File: src/rtl/pwm_evt_pkg.sv
// Package: shared select encoding and flag word layout for the event-trigger block.
// Assumes: the select codes and flag bit positions are decoded by software.
package pwm_evt_pkg;

    localparam int SEL_W    = 3;
    localparam int FLAG_W   = 16;
    localparam int FLG_INT  = 0;
    localparam int FLG_SOCA = 2;
    localparam int FLG_SOCB = 3;
    localparam int NUM_OUT  = 3;

    typedef enum logic [SEL_W-1:0] {
        EV_NONE     = 3'd0,
        EV_ZERO     = 3'd1,
        EV_PRD      = 3'd2,
        EV_ZERO_PRD = 3'd3,
        EV_CA_UP    = 3'd4,
        EV_CA_DN    = 3'd5,
        EV_CB_UP    = 3'd6,
        EV_CB_DN    = 3'd7
    } evt_sel_e;

endpackage

File: src/rtl/pwm_evt_match.sv
// Module: decodes one select code against the counter and emits a first-cycle event.
// Assumes: inputs are synchronous to clk; ev is combinational from the current inputs
// and is high only when the selected condition is true now and was false last cycle.
module pwm_evt_match
    import pwm_evt_pkg::*;
#(
    parameter int CNT_W = 16
) (
    input  logic             clk,
    input  logic             rst_n,
    input  logic [CNT_W-1:0] ctr_val,
    input  logic [CNT_W-1:0] ctr_prd,
    input  logic [CNT_W-1:0] cmp_a,
    input  logic [CNT_W-1:0] cmp_b,
    input  logic             cnt_up,
    input  logic [SEL_W-1:0] sel,
    output logic             ev
);

    logic at_zero, at_prd, at_a, at_b;
    logic cond, cond_q;

    // Raw comparisons of the counter against its reference values.
    always_comb begin
        at_zero = (ctr_val == '0);
        at_prd  = (ctr_val == ctr_prd);
        at_a    = (ctr_val == cmp_a);
        at_b    = (ctr_val == cmp_b);
    end

    // Select the condition named by the event code.
    always_comb begin
        unique case (evt_sel_e'(sel))
            EV_NONE:     cond = 1'b0;
            EV_ZERO:     cond = at_zero;
            EV_PRD:      cond = at_prd;
            EV_ZERO_PRD: cond = at_zero | at_prd;
            EV_CA_UP:    cond = at_a & cnt_up;
            EV_CA_DN:    cond = at_a & ~cnt_up;
            EV_CB_UP:    cond = at_b & cnt_up;
            EV_CB_DN:    cond = at_b & ~cnt_up;
            default:     cond = 1'b0;
        endcase
    end

    // Remember last cycle's condition for first-cycle detection.
    always_ff @(posedge clk) begin
        if (!rst_n) cond_q <= 1'b0;
        else        cond_q <= cond;
    end

    assign ev = cond & ~cond_q;

    assert_no_refire_R5: assert property (@(posedge clk) disable iff (!rst_n)
        ev |=> !ev);

    assert_reserved_code_R2: assert property (@(posedge clk) disable iff (!rst_n)
        (sel == EV_NONE) |-> !ev);

endmodule

File: src/rtl/pwm_soc_chan.sv
// Module: one conversion-start output with its latched status flag.
// Assumes: ev is a first-cycle event; the pulse is not held off by the flag,
// and a set beats a clear arriving in the same cycle.
module pwm_soc_chan (
    input  logic clk,
    input  logic rst_n,
    input  logic ev,
    input  logic en,
    input  logic clr,
    output logic pulse_q,
    output logic flag_q
);

    logic fire;

    assign fire = ev & en;

    // Register the pulse and update the sticky flag.
    always_ff @(posedge clk) begin
        if (!rst_n) begin
            pulse_q <= 1'b0;
            flag_q  <= 1'b0;
        end else begin
            pulse_q <= fire;
            flag_q  <= fire | (flag_q & ~clr);
        end
    end

    assert_soc_sets_flag_R9: assert property (@(posedge clk) disable iff (!rst_n)
        pulse_q |-> flag_q);

    assert_soc_disabled_R12: assert property (@(posedge clk) disable iff (!rst_n)
        !en |=> !pulse_q);

    assert_soc_set_wins_R11: assert property (@(posedge clk) disable iff (!rst_n)
        (ev && en && clr) |=> flag_q);

endmodule

File: src/rtl/pwm_int_chan.sv
// Module: interrupt output with latched flag, hold-off and a single pending slot.
// Assumes: ev is a first-cycle event. While the flag is set, the first event is
// parked and later ones are dropped; disabling the output drops the parked event.
module pwm_int_chan (
    input  logic clk,
    input  logic rst_n,
    input  logic ev,
    input  logic en,
    input  logic clr,
    output logic pulse_q,
    output logic flag_q
);

    logic live_ev, issue, pend_q;

    assign live_ev = ev & en;
    assign issue   = en & ~flag_q & (live_ev | pend_q);

    // Issue, park or drop interrupt requests and maintain the flag.
    always_ff @(posedge clk) begin
        if (!rst_n) begin
            pulse_q <= 1'b0;
            flag_q  <= 1'b0;
            pend_q  <= 1'b0;
        end else begin
            pulse_q <= issue;
            if (!en)
                pend_q <= 1'b0;
            else if (issue)
                pend_q <= pend_q & live_ev;
            else if (flag_q && live_ev)
                pend_q <= 1'b1;
            if (issue)
                flag_q <= 1'b1;
            else if (clr)
                flag_q <= 1'b0;
        end
    end

    assert_int_holdoff_R7: assert property (@(posedge clk) disable iff (!rst_n)
        flag_q |=> !pulse_q);

    assert_int_sets_flag_R7: assert property (@(posedge clk) disable iff (!rst_n)
        pulse_q |-> flag_q);

    assert_int_disabled_R12: assert property (@(posedge clk) disable iff (!rst_n)
        !en |=> (!pulse_q && !pend_q));

    assert_pending_release_R8: assert property (@(posedge clk) disable iff (!rst_n)
        ($fell(flag_q) && pend_q && en) |=> pulse_q);

endmodule

File: src/rtl/pwm_evt_trig.sv
// Module: top of the event-trigger block. Three event matchers feed one interrupt
// channel and two conversion-start channels; flags are packed into a 16-bit word.
// Assumes: flag_clr is a one-cycle write-one-to-clear strobe aligned to the flag word.
module pwm_evt_trig
    import pwm_evt_pkg::*;
#(
    parameter int CNT_W = 16
) (
    input  logic              clk,
    input  logic              rst_n,
    input  logic [CNT_W-1:0]  ctr_val,
    input  logic [CNT_W-1:0]  ctr_prd,
    input  logic [CNT_W-1:0]  cmp_a,
    input  logic [CNT_W-1:0]  cmp_b,
    input  logic              cnt_up,
    input  logic [2:0]        int_sel,
    input  logic [2:0]        soca_sel,
    input  logic [2:0]        socb_sel,
    input  logic              int_en,
    input  logic              soca_en,
    input  logic              socb_en,
    input  logic [15:0]       flag_clr,
    output logic              int_pulse,
    output logic              soca_pulse,
    output logic              socb_pulse,
    output logic [15:0]       evt_flags
);

    logic [SEL_W-1:0] sel_arr [NUM_OUT];
    logic [NUM_OUT-1:0] ev_vec, en_vec, clr_vec, pulse_vec, flag_vec;

    // Gather per-output controls into index-aligned arrays (0 int, 1 conv A, 2 conv B).
    always_comb begin
        sel_arr[0] = int_sel;
        sel_arr[1] = soca_sel;
        sel_arr[2] = socb_sel;
        en_vec     = {socb_en, soca_en, int_en};
        clr_vec    = {flag_clr[FLG_SOCB], flag_clr[FLG_SOCA], flag_clr[FLG_INT]};
    end

    for (genvar g = 0; g < NUM_OUT; g++) begin : g_match
        pwm_evt_match #(.CNT_W(CNT_W)) u_match (
            .clk     (clk),
            .rst_n   (rst_n),
            .ctr_val (ctr_val),
            .ctr_prd (ctr_prd),
            .cmp_a   (cmp_a),
            .cmp_b   (cmp_b),
            .cnt_up  (cnt_up),
            .sel     (sel_arr[g]),
            .ev      (ev_vec[g])
        );
    end

    pwm_int_chan u_int (
        .clk     (clk),
        .rst_n   (rst_n),
        .ev      (ev_vec[0]),
        .en      (en_vec[0]),
        .clr     (clr_vec[0]),
        .pulse_q (pulse_vec[0]),
        .flag_q  (flag_vec[0])
    );

    for (genvar s = 1; s < NUM_OUT; s++) begin : g_soc
        pwm_soc_chan u_soc (
            .clk     (clk),
            .rst_n   (rst_n),
            .ev      (ev_vec[s]),
            .en      (en_vec[s]),
            .clr     (clr_vec[s]),
            .pulse_q (pulse_vec[s]),
            .flag_q  (flag_vec[s])
        );
    end

    // Drive the pulse outputs and pack the flag word; unused bits read zero.
    always_comb begin
        int_pulse           = pulse_vec[0];
        soca_pulse          = pulse_vec[1];
        socb_pulse          = pulse_vec[2];
        evt_flags           = '0;
        evt_flags[FLG_INT]  = flag_vec[0];
        evt_flags[FLG_SOCA] = flag_vec[1];
        evt_flags[FLG_SOCB] = flag_vec[2];
    end

    assert_flag_hold_R10: assert property (@(posedge clk) disable iff (!rst_n)
        (flag_clr[FLG_SOCA] == 1'b0 && evt_flags[FLG_SOCA]) |=> evt_flags[FLG_SOCA]);

endmodule

File: config.mk
export PLATFORM = sky130hd
export DESIGN_NAME = pwm_evt_trig
export DESIGN_NICKNAME = d
export VERILOG_FILES = /design/src/rtl/pwm_evt_pkg.sv /design/src/rtl/pwm_evt_match.sv /design/src/rtl/pwm_soc_chan.sv /design/src/rtl/pwm_int_chan.sv /design/src/rtl/pwm_evt_trig.sv
export SDC_FILE = /design/constraint.sdc
export NUM_CORES = 1
export LEC_CHECK = 0
export ABC_CLOCK_PERIOD_IN_PS = 1850
export BUFFER_PORTS_ARGS = -buffer_cell sky130_fd_sc_hd__buf_2
export CAP_MARGIN = 20
export CORE_MARGIN = 4
export CORE_UTILIZATION = 39
export DETAILED_ROUTE_END_ITERATION = 16
export PLACE_DENSITY = 0.83
export SLEW_MARGIN = 0
export SYNTH_ARGS = -nofsm -noshare
export SYNTH_HDL_FRONTEND = slang
export SYNTH_SLANG_ARGS = --single-unit
File: constraint.sdc
create_clock -name clk -period 1.85 [get_ports clk]
set_clock_uncertainty 0.2 [all_clocks]
set_input_delay 0.0925 -clock clk [delete_from_list [all_inputs] [get_ports clk]]
set_output_delay 0.0925 -clock clk [all_outputs]
set_load 0.01 [all_outputs]
==> results.json, run 1 <==
{
  "status": "complete, no violations",
  "final_util_pct": 60.5,
  "synthFlopType": "dfxtp_1",
  "cp_data_required_time_ns": 1.87,
  "fin_crit_sh_pct": 85.5,
  "tns_ns": 0,
  "ioPinCount": 114,
  "htreeDepth": 1,
  "cts.sinks": 10,
  "synth.avg_cell_area_um2": 8.52,
  "yosysWarnings": 0,
  "coreArea_um2": 3150,
  "syn_inst": 155,
  "nets": 352,
  "fmaxAchievable_mhz": 632,
  "ys_seq_elements": 10,
  "cp-end-kind": "flip-flop",
  "die_area_um2": 4380,
  "async_flop_share_pct": 0,
  "worst_setup_path_start_kind": "primary input",
  "die_y_um": 66.2,
  "yosys.area.top_type": "xor2_1",
  "antenna_left": 0,
  "synth_cell_types": 38,
  "grt_antenna_before_repair": 0,
  "dr.pass1.iters": 5,
  "post_cts_buffers": 0,
  "cts_buffers": 3,
  "synth_edf_count": 0,
  "syn_to_final_growth_pct": 44.5,
  "rows": 20,
  "synth_top_area_share_pct": 32.5,
  "cp.arrival_ns": 1.60,
  "busiest_layer": "met2",
  "track_usage_pct": 18.3,
  "port_buffers": 87,
  "die_x_um": 66.2,
  "synth_area_um2": 1320,
  "vias_per_cell": 4.87,
  "postCtsHoldBufs": 11,
  "hp-class": "in -> reg",
  "grtUsageMet2_pct": 34.8,
  "drc": 0,
  "grt_first_pass_wirelength_um": 6240,
  "drv_slew": 0,
  "cts_tree": "built",
  "clock_path_buffers": 2,
  "irDropWorstVdd_uv": 153,
  "vias": 1462,
  "layout_common_cells": "87 x buf_2, 49 x xor2_1, 13 x conb_1, 11 x dlygate4sd3_1, 10 x dfxtp_1",
  "hold_viol_final": 0,
  "cts_resized": 0,
  "diodes": 0,
  "setup.worst_path.class": "in -> reg",
  "synth.area.top_cells": "xor2_1 33%, dfxtp_1 15%, buf_4 9.1%",
  "overflow": 0,
  "cts_root_buf": "clkbuf_4",
  "instances_no_fill": 300,
  "drt_iter0_drc": 45,
  "clk_pin_slew_ns": 0.07,
  "dp.cells": 285,
  "hpwl_um": 3260,
  "drive_above_1_share_pct": 41.4,
  "finalSetupViolations": 0,
  "maxCapViolCount": 0,
  "layout_commonest_cell": "buf_2",
  "min_period_ns": 1.58,
  "rsz0062_at_grt": "false",
  "grt_max_degree": 12,
  "start_util_pct": 41.9,
  "wirelength_um": 3850,
  "power_uw": 721,
  "wl_per_cell_um": 12.8,
  "crit_path_max_fanout": 6,
  "ys_seq_area_share_pct": 15.2,
  "p_leak_nw": 0.916,
  "use_met3_pct": 2.04,
  "power.density_nw_per_um2": 378,
  "grt_pass1_vias": 1498,
  "clock_latency_ns": 0.27,
  "use_met1_pct": 20.3,
  "gp_congestion": 0.807
}
[layer usage]
layer  part of all wire (%)  routed length, um
met3                    8.6                332
met2                     52               2000
met1                     38               1460
met5                      0                  0
met4                    1.4                 54
[sequential cells by signal, indices dropped and copies added, names as in the netlist]
| name | cells |
|---|---|
| u_int.pend_q | 1 |
| u_int.pulse_q | 1 |
| g_match.u_match.cond_q | 3 |
| g_soc.u_soc.pulse_q | 2 |
| g_soc.u_soc.flag_q | 2 |
| u_int.flag_q | 1 |
[power breakdown]
group          total [mW]  switching (mW)  internal, mW
Combinational       0.302           0.155         0.147
Sequential          0.219        0.000873         0.218
Clock               0.201          0.0811         0.120
[cell type report]
class / count / area (um^2)
multi-input combinational: 131 / 1010
inverter: 9 / 33.8
tap: 44 / 55.1
clock buffer: 4 / 36.3
fill: 288 / 1240
sequential: 10 / 200
timing repair buffer: 102 / 576
[kinds of logic after synthesis]
logic type      synth area share, %
mux                           0.758
buf+inv                        11.9
simple gates                   25.1
other cells                   0.284
xor+xnor                       33.8
compound gates                 12.9
flops                          15.2
[critical path: stages]
cell and delay, ns:
buf_2 0.13, xor2_1 0.16, nor4_1 0.34, nand4_1 0.31, o21ai_0 0.22, and2_1 0.17, o2111a_1 0.17
[cells in the mapped netlist, types with 2 or more instances]
master	n
nand2_1	5
xnor2_1	2
dfxtp_1	10
nand3b_1	4
buf_4	16
and2_1	3
nor4_1	8
inv_1	9
o21ai_1	3
o211ai_1	3
nor4_2	6
o22ai_1	2
xor2_1	49
a21oi_1	2
o21a_1	2
nand4_1	3
nor2_1	3
o2111a_1	2
nor4_4	2
o21ai_0	3
[worst paths after layout]
path | startpoint | cells after the start | slack [ns] | end
min | socb_sel[0] | 5 | 0.04 | g_soc[2].u_soc.flag_q
min reg2reg | u_int.pend_q | 2 | 0.28 | u_int.pend_q
max reg2reg | g_soc[2].u_soc.flag_q | 3 | 0.54 | g_soc[2].u_soc.flag_q
max | ctr_val[5] | 7 | 0.27 | g_soc[2].u_soc.pulse_q
[per-stage QoR]
step | worst slack (ns) | hold WS (ns) | cell area, um^2
after CTS | 0.254 | 0.0421 | 1910
after floorplan | 0.317 | 0.0321 | 1370
after global routing | 0.0838 | 0.111 | 1910
final | 0.267 | 0.0448 | 1910
after global placement | -0.0111 | 0.156 | 1760
after detailed placement | -0.0178 | 0.157 | 1760
(Power assumes the default switching activity.)
==> inputs of run 2 (changes only) <==
Settings changed: GPL_TIMING_DRIVEN set to 0, RECOVER_POWER set to 25.
==> results.json, run 2 (synthesis gave the netlist of run 1 again) <==
{
  "drt_iter0_drc": 29,
  "dr.pass1.iters": 4,
  "fin_crit_sh_pct": 86.5,
  "ioPinCount": 114,
  "ff2ff_setup_slack_ns": 0.79,
  "cp.arrival_ns": 1.62,
  "drc": 0,
  "diodes": 0,
  "rr_endpoint": "u_int.pend_q",
  "hold_ws_ns": 0.00565,
  "die_x_um": 66.2,
  "hpwl_um": 3280,
  "cts_root_buf": "clkbuf_4",
  "cp-end-kind": "flip-flop",
  "crit_path_max_fanout": 4,
  "grt_pass1_vias": 1456,
  "htreeDepth": 1,
  "seq_power_share_pct": 29.7,
  "regMostFlops": "g_match.u_match.cond_q",
  "swShare_pct": 32.7,
  "min_period_ns": 1.60,
  "clk_pin_slew_ns": 0.07,
  "port_buffers": 87,
  "irDropWorstVdd_uv": 156,
  "reg2reg_depth": 3,
  "status": "complete, no violations",
  "tns_ns": 0,
  "maxCapViolCount": 0,
  "drive_above_1_share_pct": 43.2,
  "reg_top3": "g_match.u_match.cond_q x3, g_soc.u_soc.flag_q x2, g_soc.u_soc.pulse_q x2",
  "vias_per_cell": 4.73,
  "endpoint": "g_soc[1].u_soc.pulse_q",
  "cts.sinks": 10,
  "worstReg2RegStart": "u_int.flag_q",
  "hp-class": "in -> reg",
  "cts_buffers": 3,
  "overflow": 0,
  "grt_antenna_before_repair": 0,
  "cp_data_required_time_ns": 1.87,
  "power.density_nw_per_um2": 378,
  "switchingPower_uw": 241,
  "gp_congestion": 0.794,
  "drv_slew": 0,
  "dpl_cell_area_um2": 1860,
  "grt_first_pass_wirelength_um": 6010,
  "clock_path_buffers": 2,
  "setup.worst_path.class": "in -> reg",
  "antenna_left": 0,
  "worst_setup_path_start_kind": "primary input",
  "p_comb_share_pct": 42.8,
  "power_frac_clock_pct": 27.5,
  "largest_reg_flops": 3,
  "nets": 360,
  "min_path_cells": 3,
  "wl_per_cell_um": 12.3,
  "clock_latency_ns": 0.27,
  "intPower_uw": 496,
  "rsz0062_at_grt": "false",
  "start_util_pct": 41.9,
  "p_leak_nw": 0.954,
  "vias": 1457,
  "design_area_um2": 1950,
  "crit_start": "ctr_val[3]",
  "hold_viol_final": 0,
  "fmaxAchievable_mhz": 625,
  "dp_slack_ns": -0.0492,
  "track_usage_pct": 17.4,
  "syn_to_final_growth_pct": 47.5,
  "rows": 20,
  "finalSetupViolations": 0,
  "die_area_um2": 4380,
  "layout_common_cells": "83 x buf_2, 49 x xor2_1, 16 x buf_4, 13 x conb_1, 10 x dfxtp_1",
  "grt_max_degree": 11,
  "final_util_pct": 61.7,
  "wirelength_um": 3800,
  "post_cts_buffers": 0,
  "cts_tree": "built",
  "cts_resized": 0,
  "coreArea_um2": 3150,
  "finalWorstSetupSlack_ns": 0.249,
  "layout_commonest_cell": "buf_2",
  "die_y_um": 66.2
}
==> run 2: cell types whose count changed in the layout (fill, tap and decap cells not counted) <==
cell | before | now
buf_4 | 4 | 16
clkbuf_1 | 0 | 5
dlygate4sd3_1 | 11 | 6
buf_2 | 87 | 83
==> run 2: critical path: stages <==
cell	delay, ns
buf_2	0.14
xor2_1	0.17
nor4_2	0.34
nand4_2	0.21
a211oi_2	0.29
and2_1	0.18
o2111a_1	0.19
==> run 2: worst min-delay path by stage <==
stage	start	to
after floorplan	soca_en	g_soc[1].u_soc.pulse_q
after global routing	socb_sel[2]	g_soc[2].u_soc.flag_q
after global placement	soca_en	g_soc[1].u_soc.pulse_q
after CTS	socb_sel[2]	g_soc[2].u_soc.flag_q
final	int_en	u_int.pend_q
after detailed placement	soca_en	g_soc[1].u_soc.pulse_q
==> run 2: power by group through the flow <==
stage               combinational (mW)  sequential (mW)  clock [mW]
finish                           0.316            0.219       0.202
global route                     0.349            0.219       0.214
CTS                              0.316            0.219       0.205
detailed placement               0.305            0.224           0
global placement                 0.300            0.224           0
floorplan                        0.164            0.224           0
==> run 2: through the flow <==
| step | power, mW | instances |
|---|---|---|
| after CTS | 0.740 | 308 |
| after detailed placement | 0.529 | 298 |
| after global placement | 0.524 | 298 |
| after global routing | 0.781 | 308 |
| final | 0.737 | 308 |
| after floorplan | 0.388 | 167 |
==> run 2: cell type report <==
class	instances	area (um^2)
multi-input combinational	131	1010
buffer	17	124
inverter	9	33.8
clock buffer	4	36.3
sequential	10	200
tap	44	55.1
timing repair buffer	93	490
fill	289	1210
==> run 2: metal layers <==
metal | vias to the layer above | share of wire (%) | wire length, um | track usage [%]
li1 | 739 | - | - | -
met1 | 641 | 41 | 1560 | 19.6
met2 | 70 | 50 | 1890 | 33.2
met3 | 7 | 8.3 | 314 | 2.72
met4 | 0 | 1.1 | 40 | 4.82
met5 | - | 0 | 0 | 0
==> run 2: repair_timing <==
action,in CTS,in global routing
hold buffers,6,0
endpoints found under the setup margin,0,0
endpoints found under the hold margin,6,0
==> inputs of run 3 (changes only) <==
Settings changed: CAP_MARGIN 20 to not set, CORE_ASPECT_RATIO set to 0.9, PLACE_DENSITY 0.83 to 0.89.
==> results.json, run 3 (synthesis gave the netlist of run 1 again) <==
{
  "cts_buffers": 3,
  "crit_slowest_cell": "nor4_2",
  "wirelength_um": 3970,
  "cp.arrival_ns": 1.67,
  "drv_slew": 0,
  "cp_top_family": "simple AND/OR/NAND/NOR gates",
  "grt_antenna_before_repair": 0,
  "die_y_um": 63.2,
  "syn_to_final_growth_pct": 47.8,
  "cp_data_required_time_ns": 1.83,
  "layout_commonest_cell": "buf_2",
  "final_util_pct": 61.7,
  "critPathBufInv": 1,
  "antenna_left": 0,
  "cts_root_buf": "clkbuf_8",
  "coreArea_um2": 3160,
  "track_usage_pct": 17.5,
  "grt_pass1_vias": 1530,
  "crit_path_cell_trace": "buf_2 > xor2_1 > nor4_2 > nand4_1 > mux2i_1 > and3_1 > o2111a_1",
  "die_x_um": 69.3,
  "design_area_um2": 1950,
  "clock_path_buffers": 2,
  "cts_resized": 0,
  "min_period_ns": 1.69,
  "htreeDepth": 1,
  "ioPinCount": 114,
  "crit_start": "ctr_val[13]",
  "rows": 19,
  "cp-end-kind": "flip-flop",
  "regMostFlops": "g_match.u_match.cond_q",
  "hold_viol_final": 0,
  "clk_pin_slew_ns": 0.05,
  "vias": 1486,
  "die_area_um2": 4380,
  "crit_path_max_fanout": 4,
  "diodes": 0,
  "hp-class": "in -> reg",
  "grt_first_pass_wirelength_um": 6340,
  "p_leak_nw": 0.957,
  "fin_crit_sh_pct": 91.1,
  "dpl_cell_area_um2": 1850,
  "vias_per_cell": 4.87,
  "status": "complete, no violations",
  "finalSetupViolations": 0,
  "largest_reg_flops": 3,
  "worstReg2RegStart": "u_int.flag_q",
  "setup.worst_path.class": "in -> reg",
  "power.density_nw_per_um2": 416,
  "worst_setup_path_start_kind": "primary input",
  "cts.sinks": 10,
  "wl_per_cell_um": 13.0,
  "irDropWorstVdd_uv": 257,
  "drt_iter0_drc": 29,
  "fmaxAchievable_mhz": 593,
  "nets": 359,
  "hp-start": "int_en",
  "layout_common_cells": "83 x buf_2, 49 x xor2_1, 17 x buf_4, 13 x conb_1, 10 x dfxtp_1",
  "slowest_delay_ns": 0.38,
  "hpwl_um": 3490,
  "cts_tree": "built",
  "dr.pass1.iters": 4,
  "reg_top3": "g_match.u_match.cond_q x3, g_soc.u_soc.flag_q x2, g_soc.u_soc.pulse_q x2",
  "gp_congestion": 0.833,
  "grt_max_degree": 11,
  "overflow": 0,
  "drc": 0,
  "rsz0062_at_grt": "false",
  "maxCapViolCount": 0,
  "clock_latency_ns": 0.24,
  "port_buffers": 87,
  "start_util_pct": 41.7,
  "drive_above_1_share_pct": 43.7
}
-- run 3: worst paths after layout --
path | depth (start not counted) | to | slack [ns]
hold / removal | 3 | u_int.pend_q | 0.02
setup / recovery | 7 | g_soc[2].u_soc.pulse_q | 0.16
hold reg to reg | 2 | u_int.pend_q | 0.27
setup reg to reg | 2 | u_int.pulse_q | 0.78
-- run 3: timing repair --
item                                    CTS  global route
hold buffers                              4             0
endpoints found under the hold margin     4             0
endpoints found under the setup margin    0             3
setup buffers                             0             1
-- run 3: power breakdown --
| part | total, mW | leakage, nW | internal, mW | switching [mW] |
|---|---|---|---|---|
| sequential | 0.220 | 0.0808 | 0.219 | 0.00103 |
| clock | 0.275 | 0.0288 | 0.187 | 0.0878 |
| combinational | 0.318 | 0.848 | 0.156 | 0.161 |
-- run 3: tightest hold or removal path, delay by kind of cell --
kind            cells  cell delay, ns
simple gates        1            0.12
compound gates      1            0.10
buf+inv             1            0.10
-- run 3: cell type report --
cell class                      instances  area (um^2)
Multi-Input combinational cell        131         1010
Tap cell                               42         52.6
Clock buffer                            4         55.1
Timing Repair Buffer                   92          478
Sequential cell                        10          200
Buffer                                 17          124
Inverter                                9         33.8
Fill cell                             291         1210
-- run 3: per-layer routing --
metal / part of all wire, % / GRT usage, % / vias to the layer above
met4: 1.8 / 6.34 / 0
li1: - / - / 738
met3: 9.3 / 4.45 / 10
met1: 38 / 18.3 / 659
met5: 0 / 0 / -
met2: 51 / 33.2 / 79
-- run 3: metrics by stage --
step	power [mW]	setup WS, ns	TNS, ns	hold WS (ns)	cells
after floorplan	0.388	0.317	0	0.0321	167
after global placement	0.523	-0.0532	-0.0673	0.155	296
after detailed placement	0.533	-0.0876	-0.215	0.158	296
after CTS	0.820	0.154	0	0.0217	304
after global routing	0.867	0.0656	0	0.0557	305
final	0.812	0.165	0	0.0230	305
